## config.mk

```make
export PLATFORM = sky130hd
export DESIGN_NAME = dmaw_ctrl
export DESIGN_NICKNAME = d
export VERILOG_FILES = /design/src/rtl/dmaw_pkg.sv /design/src/rtl/dmaw_decode.sv /design/src/rtl/dmaw_queue.sv /design/src/rtl/dmaw_ctrl.sv
export SDC_FILE = /design/constraint.sdc
export NUM_CORES = 1
export LEC_CHECK = 0
export BUFFER_PORTS_ARGS = -buffer_cell sky130_fd_sc_hd__buf_2
export CAP_MARGIN = 25
export CORE_ASPECT_RATIO = 1.25
export CORE_MARGIN = 2
export CORE_UTILIZATION = 62
export DETAILED_ROUTE_END_ITERATION = 8
export PLACE_DENSITY = 0.86
export SYNTH_ARGS = -nofsm -noshare
export SYNTH_HDL_FRONTEND = slang
export SYNTH_SLANG_ARGS = --single-unit
export TNS_END_PERCENT = 10
```

## constraint.sdc

```tcl
create_clock -name clk -period 7.5 [get_ports clk]
set_input_delay 1.5 -clock clk [delete_from_list [all_inputs] [get_ports clk]]
set_output_delay 1.5 -clock clk [all_outputs]
set_load 0.005 [all_outputs]
```

## src/rtl/dmaw_pkg.sv

```systemverilog
package dmaw_pkg;

  typedef enum logic [3:0] {
    D_A_LO, D_A_HI, D_LEN_LO, D_LEN_HI, D_DROP, D_MASK, D_MATCH,
    D_B_LO, D_B_HI, D_ICTL, D_PULSE, D_VEC, D_RDMASK
  } dest_t;

  typedef enum logic [2:0] {
    K_NONE, K_R0, K_TIM, K_R3, K_R4, K_R5, K_CMD
  } kind_t;

  localparam int PUSHW = 4;

  localparam logic [4:0] C_NOP   = 5'd0;
  localparam logic [4:0] C_EN    = 5'd1;
  localparam logic [4:0] C_CLRST = 5'd2;
  localparam logic [4:0] C_RDSEQ = 5'd9;
  localparam logic [4:0] C_IEN   = 5'd10;
  localparam logic [4:0] C_IDIS  = 5'd11;
  localparam logic [4:0] C_FRDY  = 5'd12;
  localparam logic [4:0] C_RDMSK = 5'd14;
  localparam logic [4:0] C_RDST  = 5'd15;
  localparam logic [4:0] C_RST   = 5'd16;
  localparam logic [4:0] C_LOAD  = 5'd19;
  localparam logic [4:0] C_CONT  = 5'd20;

  // Counter step selected by timing bits 5:4: 00 down, 01 up, 1x hold.
  function automatic logic [15:0] step_ctr(input logic [15:0] c, input logic [7:0] tim);
    case (tim[5:4])
      2'b00:   return c - 16'd1;
      2'b01:   return c + 16'd1;
      default: return c;
    endcase
  endfunction

endpackage

```

## src/rtl/dmaw_decode.sv

```systemverilog
module dmaw_decode
  import dmaw_pkg::*;
(
  input  logic [7:0] b,
  output kind_t      kind,
  output logic [4:0] cmd,
  output dest_t      codes [PUSHW],
  output logic [2:0] n
);

  assign cmd = b[6:2];

  always_comb begin
    kind = K_NONE;
    if (!b[7]) begin
      kind = (b[1:0] != 2'b00) ? K_R0 : K_TIM;
    end else begin
      case (b[1:0])
        2'b00: kind = K_R3;
        2'b01: if (b[6:5] != 2'b11) kind = K_R4;
        2'b10: if (!b[6] && !b[2]) kind = K_R5;
        default: kind = K_CMD;
      endcase
    end
  end

  always_comb begin
    n = 3'd0;
    for (int i = 0; i < PUSHW; i++) codes[i] = D_DROP;
    case (kind)
      K_R0: begin
        if (b[3]) begin codes[n[1:0]] = D_A_LO;   n = n + 3'd1; end
        if (b[4]) begin codes[n[1:0]] = D_A_HI;   n = n + 3'd1; end
        if (b[5]) begin codes[n[1:0]] = D_LEN_LO; n = n + 3'd1; end
        if (b[6]) begin codes[n[1:0]] = D_LEN_HI; n = n + 3'd1; end
      end
      K_TIM: if (b[6]) begin codes[0] = D_DROP; n = 3'd1; end
      K_R3: begin
        if (b[3]) begin codes[n[1:0]] = D_MASK;  n = n + 3'd1; end
        if (b[4]) begin codes[n[1:0]] = D_MATCH; n = n + 3'd1; end
      end
      K_R4: begin
        if (b[2]) begin codes[n[1:0]] = D_B_LO; n = n + 3'd1; end
        if (b[3]) begin codes[n[1:0]] = D_B_HI; n = n + 3'd1; end
        if (b[4]) begin codes[n[1:0]] = D_ICTL; n = n + 3'd1; end
      end
      K_CMD: if (cmd == C_RDMSK) begin codes[0] = D_RDMASK; n = 3'd1; end
      default: ;
    endcase
  end

endmodule

```

## src/rtl/dmaw_queue.sv

```systemverilog
module dmaw_queue
  import dmaw_pkg::*;
#(
  parameter int DEPTH = 8
) (
  input  logic       clk,
  input  logic       rst,
  input  logic       pop,
  input  logic [2:0] push_n,
  input  dest_t      push_codes [PUSHW],
  output dest_t      head,
  output logic       empty
);

  localparam int CW = $clog2(DEPTH + 1);
  localparam int IW = (DEPTH > 1) ? $clog2(DEPTH) : 1;

  dest_t         q   [DEPTH];
  dest_t         nq  [DEPTH];
  logic [CW-1:0] cnt, nc;

  always_comb begin
    int idx;
    nq = q;
    nc = cnt;
    if (pop && cnt != '0) begin
      for (int i = 0; i < DEPTH - 1; i++) nq[i] = q[i + 1];
      nc = cnt - CW'(1);
    end
    for (int i = 0; i < PUSHW; i++) begin
      idx = int'(nc) + i;
      if (i < int'(push_n) && idx < DEPTH) nq[idx[IW-1:0]] = push_codes[i];
    end
    nc = nc + CW'(push_n);
  end

  always_ff @(posedge clk) begin
    if (rst) begin
      cnt <= '0;
      for (int i = 0; i < DEPTH; i++) q[i] <= D_DROP;
    end else begin
      cnt <= nc;
      q   <= nq;
    end
  end

  assign head  = q[0];
  assign empty = (cnt == '0);

  a_r14_pop_only_when_held: assert property (@(posedge clk) disable iff (rst)
    pop |-> cnt != '0);
  a_r14_no_overflow: assert property (@(posedge clk) disable iff (rst)
    (push_n != 3'd0) |-> (int'(cnt) - int'(pop) + int'(push_n) <= DEPTH));

endmodule

```

## src/rtl/dmaw_ctrl.sv

```systemverilog
module dmaw_ctrl
  import dmaw_pkg::*;
#(
  parameter int QDEPTH = 8
) (
  input  logic        clk,
  input  logic        rst,
  input  logic        wr_en,
  input  logic [7:0]  wr_data,
  input  logic        ev_byte,
  input  logic        ev_stall,
  input  logic        ev_match,
  input  logic        ev_end,
  output logic [15:0] addr_a,
  output logic [15:0] addr_b,
  output logic [15:0] blk_len,
  output logic [15:0] cnt_a,
  output logic [15:0] cnt_b,
  output logic [15:0] byte_cnt,
  output logic [7:0]  timing_a,
  output logic [7:0]  timing_b,
  output logic [7:0]  reg0_q,
  output logic [7:0]  reg5_q,
  output logic [7:0]  int_ctl,
  output logic [7:0]  pulse_q,
  output logic [7:0]  vector_q,
  output logic [7:0]  mask_q,
  output logic [7:0]  match_q,
  output logic [7:0]  rd_mask,
  output logic [1:0]  mode,
  output logic        dma_en,
  output logic        int_en,
  output logic        ready_lvl,
  output logic        match_flg,
  output logic        end_flg,
  output logic        rd_restart
);

  kind_t      kind;
  logic [4:0] cmd;
  dest_t      dcodes [PUSHW];
  logic [2:0] dn;
  dest_t      pcodes [PUSHW];
  logic [2:0] pn;
  dest_t      head;
  logic       q_empty;
  logic       pend_inc;

  dmaw_decode u_dec (.b(wr_data), .kind(kind), .cmd(cmd), .codes(dcodes), .n(dn));

  // Named events for the assertions.
  wire follow  = wr_en && !q_empty;
  wire base    = wr_en && q_empty;
  wire is_cmd  = base && kind == K_CMD;
  wire c_en    = is_cmd && cmd == C_EN;
  wire c_clrst = is_cmd && cmd == C_CLRST;
  wire c_rst   = is_cmd && cmd == C_RST;
  wire c_load  = is_cmd && cmd == C_LOAD;
  wire c_cont  = is_cmd && cmd == C_CONT;
  wire r3_en   = base && kind == K_R3 && wr_data[6];

  always_comb begin
    for (int i = 0; i < PUSHW; i++) pcodes[i] = D_DROP;
    pn = 3'd0;
    if (base) begin
      pcodes = dcodes;
      pn     = dn;
    end else if (follow && head == D_ICTL) begin
      if (wr_data[3]) begin pcodes[pn[1:0]] = D_PULSE; pn = pn + 3'd1; end
      if (wr_data[4]) begin pcodes[pn[1:0]] = D_VEC;   pn = pn + 3'd1; end
    end
  end

  dmaw_queue #(.DEPTH(QDEPTH)) u_q (
    .clk(clk), .rst(rst), .pop(follow), .push_n(pn), .push_codes(pcodes),
    .head(head), .empty(q_empty)
  );

  always_ff @(posedge clk) begin
    if (rst) begin
      addr_a <= '0; addr_b <= '0; blk_len <= '0;
      cnt_a <= '0; cnt_b <= '0; byte_cnt <= '0;
      timing_a <= '0; timing_b <= '0; reg0_q <= '0; reg5_q <= '0;
      int_ctl <= '0; pulse_q <= '0; vector_q <= '0; mask_q <= '0; match_q <= '0;
      rd_mask <= '0; mode <= '0; dma_en <= 1'b0; int_en <= 1'b0;
      ready_lvl <= 1'b1; match_flg <= 1'b0; end_flg <= 1'b0;
      rd_restart <= 1'b0; pend_inc <= 1'b0;
    end else begin
      rd_restart <= 1'b0;
      if (ev_byte)  byte_cnt  <= byte_cnt + 16'd1;
      if (ev_stall) pend_inc  <= 1'b1;
      if (ev_match) match_flg <= 1'b1;
      if (ev_end)   end_flg   <= 1'b1;
      if (wr_en)    dma_en    <= 1'b0;

      if (follow) begin
        case (head)
          D_A_LO:   addr_a[7:0]   <= wr_data;
          D_A_HI:   addr_a[15:8]  <= wr_data;
          D_LEN_LO: blk_len[7:0]  <= wr_data;
          D_LEN_HI: blk_len[15:8] <= wr_data;
          D_B_LO:   addr_b[7:0]   <= wr_data;
          D_B_HI:   addr_b[15:8]  <= wr_data;
          D_MASK:   mask_q        <= wr_data;
          D_MATCH:  match_q       <= wr_data;
          D_ICTL:   int_ctl       <= wr_data;
          D_PULSE:  pulse_q       <= wr_data;
          D_VEC:    vector_q      <= wr_data;
          D_RDMASK: begin rd_mask <= wr_data; rd_restart <= 1'b1; end
          default: ;
        endcase
      end

      if (base) begin
        case (kind)
          K_R0:  reg0_q <= wr_data;
          K_TIM: if (wr_data[2]) timing_a <= wr_data; else timing_b <= wr_data;
          K_R3:  begin int_en <= wr_data[5]; dma_en <= wr_data[6]; end
          K_R4:  mode <= wr_data[6:5];
          K_R5:  reg5_q <= wr_data;
          K_CMD: begin
            case (cmd)
              C_EN:    begin dma_en <= 1'b1; pend_inc <= 1'b0; end
              C_CLRST: begin match_flg <= 1'b0; end_flg <= 1'b0; end
              C_RDSEQ: rd_restart <= 1'b1;
              C_IEN:   int_en <= 1'b1;
              C_IDIS:  int_en <= 1'b0;
              C_FRDY:  ready_lvl <= reg5_q[3];
              C_RDST:  begin rd_mask <= 8'h01; rd_restart <= 1'b1; end
              C_RST:   begin reg0_q[1:0] <= 2'b00; pend_inc <= 1'b0; int_en <= 1'b0; end
              C_LOAD: begin
                cnt_a <= addr_a; cnt_b <= addr_b; byte_cnt <= '0;
                match_flg <= 1'b0; end_flg <= 1'b0;
              end
              C_CONT: begin
                if (pend_inc) begin
                  cnt_a <= step_ctr(cnt_a, timing_a);
                  cnt_b <= step_ctr(cnt_b, timing_b);
                end
                pend_inc <= 1'b0; byte_cnt <= '0;
                match_flg <= 1'b0; end_flg <= 1'b0; dma_en <= 1'b1;
              end
              default: ;
            endcase
          end
          default: ;
        endcase
      end
    end
  end

  a_r1_write_drops_enable: assert property (@(posedge clk) disable iff (rst)
    (wr_en && !c_en && !c_cont && !r3_en) |=> !dma_en);
  a_r9_status_clear: assert property (@(posedge clk) disable iff (rst)
    c_clrst |=> (!match_flg && !end_flg));
  a_r10_reset_cmd: assert property (@(posedge clk) disable iff (rst)
    c_rst |=> (!int_en && reg0_q[1:0] == 2'b00));
  a_r11_load_copies: assert property (@(posedge clk) disable iff (rst)
    c_load |=> (cnt_a == $past(addr_a) && cnt_b == $past(addr_b) && byte_cnt == 16'd0));
  a_r12_continue_runs: assert property (@(posedge clk) disable iff (rst)
    c_cont |=> (dma_en && byte_cnt == 16'd0 && !match_flg && !end_flg));

endmodule

```

==> results.cfg <==
[floorplanning]
die_footprint_um2 = 21300
die_w_um = 131
fp.dieH_um = 163
floorplan.io_pins = 199
floorplan.core_area_um2 = 20000
floorplan.rows = 58
start_util_pct = 62.5

[run_status]
status = completed

[sta]
setup-violations-final = 0
maxClockFrequency_ghz = 0.181
tightestPinTransition_ns = 1.07
report.final.hold_viol_count = 0
fin_clk_skew_ns = 0.0107
totalNegativeSetupSlack_ns = 0
fin_crit_ns = 5.51
timing.slew.headroom_pct = 28.0
grt_setup_unrepaired = false
timing.final.max_slew_violations = 0
final.period_utilization_pct = 73.5

[synth]
synth-warning-count = 0
synthesis.area_per_instance_um2 = 7.92
ys_seq_area_share_pct = 35.3
synth.cell_area_um2 = 12500
synthesis.instances = 1574
synth.net_count = 1649
ys_async_sr_fraction_pct = 0
synth_edf_count = 0
dominantRegCellSynth = sky130_fd_sc_hd__dfxtp_1
synth.lib_cells_used.distinct = 89
flip_flop_and_latch_count_after_synthesis = 220

[final_layout]
final_net_count = 1793
num-fill-cells = 1558
postLayoutCellArea_um2 = 14300
area_delta_synth_final_pct = 14.5
finished_layout_cells = 2005
layout-drive-gt1-share_pct = 16.8

[global_routing]
overflow = 0
track_usage_pct = 40.3
antenna_found_initial = 2
global_route_wire_length_before_repair_um = 67300
via_count_of_the_first_global_routing_pass = 12300
pin_count_of_the_biggest_net_entering_global_routing = 68

[placed_design]
post-place-cells = 1962
dpl.hpwl_um = 31000
placed_cell_area_um2 = 13500
placer_congestion = 0.999
io_buf_count = 197

[cts]
worst_setup_hold_path_clk_slew_ns = 0.06
cts_root_buffer = sky130_fd_sc_hd__clkbuf_16
ctsResizeCount = 0
cts.repair_timing.setup_buffer_count = 0
cts_inserted_buffers = 23
clock_latency_on_the_worst_skew_pair_ns = 0.53
ctsHoldBuffers = 0
clock_path_buffers = 3
clock_sinks = 220
tritoncts_clock_tree = yes
cts.htree.levels = 1

[setup_path]
setup.worst_path.end_class = flip-flop
rr_startpoint = u_q.cnt[0]
worst_setup_path_type = in -> reg
rr_endpoint = u_q.q[20]
critPathRequiredTime_ns = 7.88
timing.reg2reg.worst_path_depth = 13
worstSetupStartpointType = input pin
critPathMaxFanout = 34
worst-endpoint-arrival_ns = 5.89
reg2reg_slack_ns = 3.66

[hold_path]
worstHoldStart = mask_q[7]
timing.hold.worst.class = reg -> reg
worstHoldPathCells = 2
whs_endpoint = mask_q[7]

[routing]
drc = 0
drt_iter0_markers = 1150
detail_route.wl_per_cell_um = 21.7
detailedRoute.firstPassIterationCount = 6
routed_wl_um = 43400
num_vias = 13000
postRouteAntennaNets = 0
detail_route.vias_per_cell = 6.47

[pwr]
power.density_cell_area_nw_per_um2 = 239
vdd_drop_max_mv = 0.199
p_leak_nw = 6.04
design_power_total_mw = 3.42

[flow_run]
drv.max_cap_violation_count = 0
[flip-flops by register name, indices dropped and copies added, names as in the netlist, 16 cells and up]
name	flops
cnt_a	16
addr_b	16
addr_a	16
byte_cnt	16
blk_len	16
cnt_b	16
u_q.q	28
[power by group]
group	switching (mW)	internal, mW	total (mW)
combinational	0.726	0.297	1.02
sequential	0.0505	1.22	1.27
clock	0.496	0.624	1.12
total	1.27	2.14	3.42
[worst max-delay path: stages]
cell and delay [ns]:
sky130_fd_sc_hd__buf_2 0.52, sky130_fd_sc_hd__inv_1 0.45, sky130_fd_sc_hd__fa_1 0.64, sky130_fd_sc_hd__inv_1 0.11, sky130_fd_sc_hd__ha_1 0.19, sky130_fd_sc_hd__inv_1 0.06
sky130_fd_sc_hd__ha_1 0.27, sky130_fd_sc_hd__nand2_1 0.05, sky130_fd_sc_hd__a21oi_1 0.36, sky130_fd_sc_hd__a31oi_1 0.17, sky130_fd_sc_hd__nor4_1 0.83, sky130_fd_sc_hd__and3_1 0.42
sky130_fd_sc_hd__nor3_1 0.12, sky130_fd_sc_hd__o2bb2ai_1 0.17
[worst max path at each step]
stage               start           to  cells past startpoint
2_1_floorplan  wr_data[4]    u_q.q[10]                     17
3_3_place_gp   wr_data[4]  u_q.head[0]                     14
5_1_grt        wr_data[4]    u_q.q[25]                     15
6_report       wr_data[4]  u_q.head[3]                     14
3_5_place_dp   wr_data[4]    u_q.q[10]                     15
4_1_cts        wr_data[4]  u_q.head[3]                     14
[routing by layer]
layer | global-route usage, % | part of all wire, % | up-vias
li1 | - | - | 5931
met1 | 47.8 | 37 | 6102
met2 | 65.7 | 47 | 744
met3 | 9.17 | 8.9 | 196
met4 | 24.6 | 6.7 | 2
met5 | 0.490 | 0.030 | -
[through the flow]
stage	setup WS [ns]	util [%]	hold WS (ns)
2_1_floorplan	2.30	-	0.442
3_3_place_gp	1.72	67.8	0.437
3_5_place_dp	1.59	67.8	0.444
4_1_cts	2.12	71.5	0.453
5_1_grt	1.67	71.6	0.470
6_report	1.99	71.6	0.454
[cell usage in the layout (no fill, tap or decap), types with 29 or more instances in the layout]
cell type	n
sky130_fd_sc_hd__a21oi_1	150
sky130_fd_sc_hd__buf_2	196
sky130_fd_sc_hd__dfxtp_1	220
sky130_fd_sc_hd__ha_1	56
sky130_fd_sc_hd__inv_1	31
sky130_fd_sc_hd__mux2i_1	70
sky130_fd_sc_hd__nand2_1	175
sky130_fd_sc_hd__nand3_1	63
sky130_fd_sc_hd__nor2_1	244
sky130_fd_sc_hd__nor3_1	29
sky130_fd_sc_hd__o21ai_0	44
[final cells by class]
class | count | area [um2] | share of cell area (%)
repair buffers | 215 | 1120 | 7.87
clock inverters | 12 | 113 | 0.789
flip-flops and latches | 220 | 4400 | 30.8
well taps | 270 | 338 | 2.37
inverters | 32 | 120 | 0.841
clock buffers | 29 | 618 | 4.33
multi-input cells | 1226 | 7560 | 52.9
diodes | 1 | 2.50 | 0.0175
[cell usage after synthesis (9+ instances only)]
cell                       number  area [um2]
sky130_fd_sc_hd__nand4_1       22         138
sky130_fd_sc_hd__o22ai_1       14        87.6
sky130_fd_sc_hd__a22oi_1        9        67.6
sky130_fd_sc_hd__inv_1         31         116
sky130_fd_sc_hd__nand2b_1      12        75.1
sky130_fd_sc_hd__o211ai_1      17         128
sky130_fd_sc_hd__and3_1        17         106
sky130_fd_sc_hd__a21o_1        14         105
sky130_fd_sc_hd__o21a_1        11        82.6
sky130_fd_sc_hd__a21oi_1      150         751
sky130_fd_sc_hd__ha_1          56         701
sky130_fd_sc_hd__dfxtp_1      220        4400
sky130_fd_sc_hd__clkbuf_1      77         289
sky130_fd_sc_hd__nor3_1        31         155
sky130_fd_sc_hd__a311oi_1       9        78.8
sky130_fd_sc_hd__nand3_1       63         315
sky130_fd_sc_hd__xnor2_1       25         219
sky130_fd_sc_hd__nand2_1      175         657
sky130_fd_sc_hd__nor2b_1       16         100
sky130_fd_sc_hd__xor2_1        20         175
sky130_fd_sc_hd__a211oi_1      19         143
sky130_fd_sc_hd__a31oi_1       27         169
sky130_fd_sc_hd__mux2i_1       70         701
sky130_fd_sc_hd__o31ai_1       10        75.1
sky130_fd_sc_hd__o21ai_0       44         220
sky130_fd_sc_hd__nor2_1       245         920
[cell families (layout without fill, tap and decap cells)]
kind of cell	after synthesis	count (layout)	synth area share [%]
flops	220	220	35.3
simple gates	643	643	23.9
buf+inv	128	288	4.17
other cells	1	2	0.0301
fa+ha+maj	60	60	6.26
xor+xnor	45	45	3.16
compound gates	405	405	21.4
mux	72	72	5.80
Note: power is estimated with default switching activity, not from simulation.
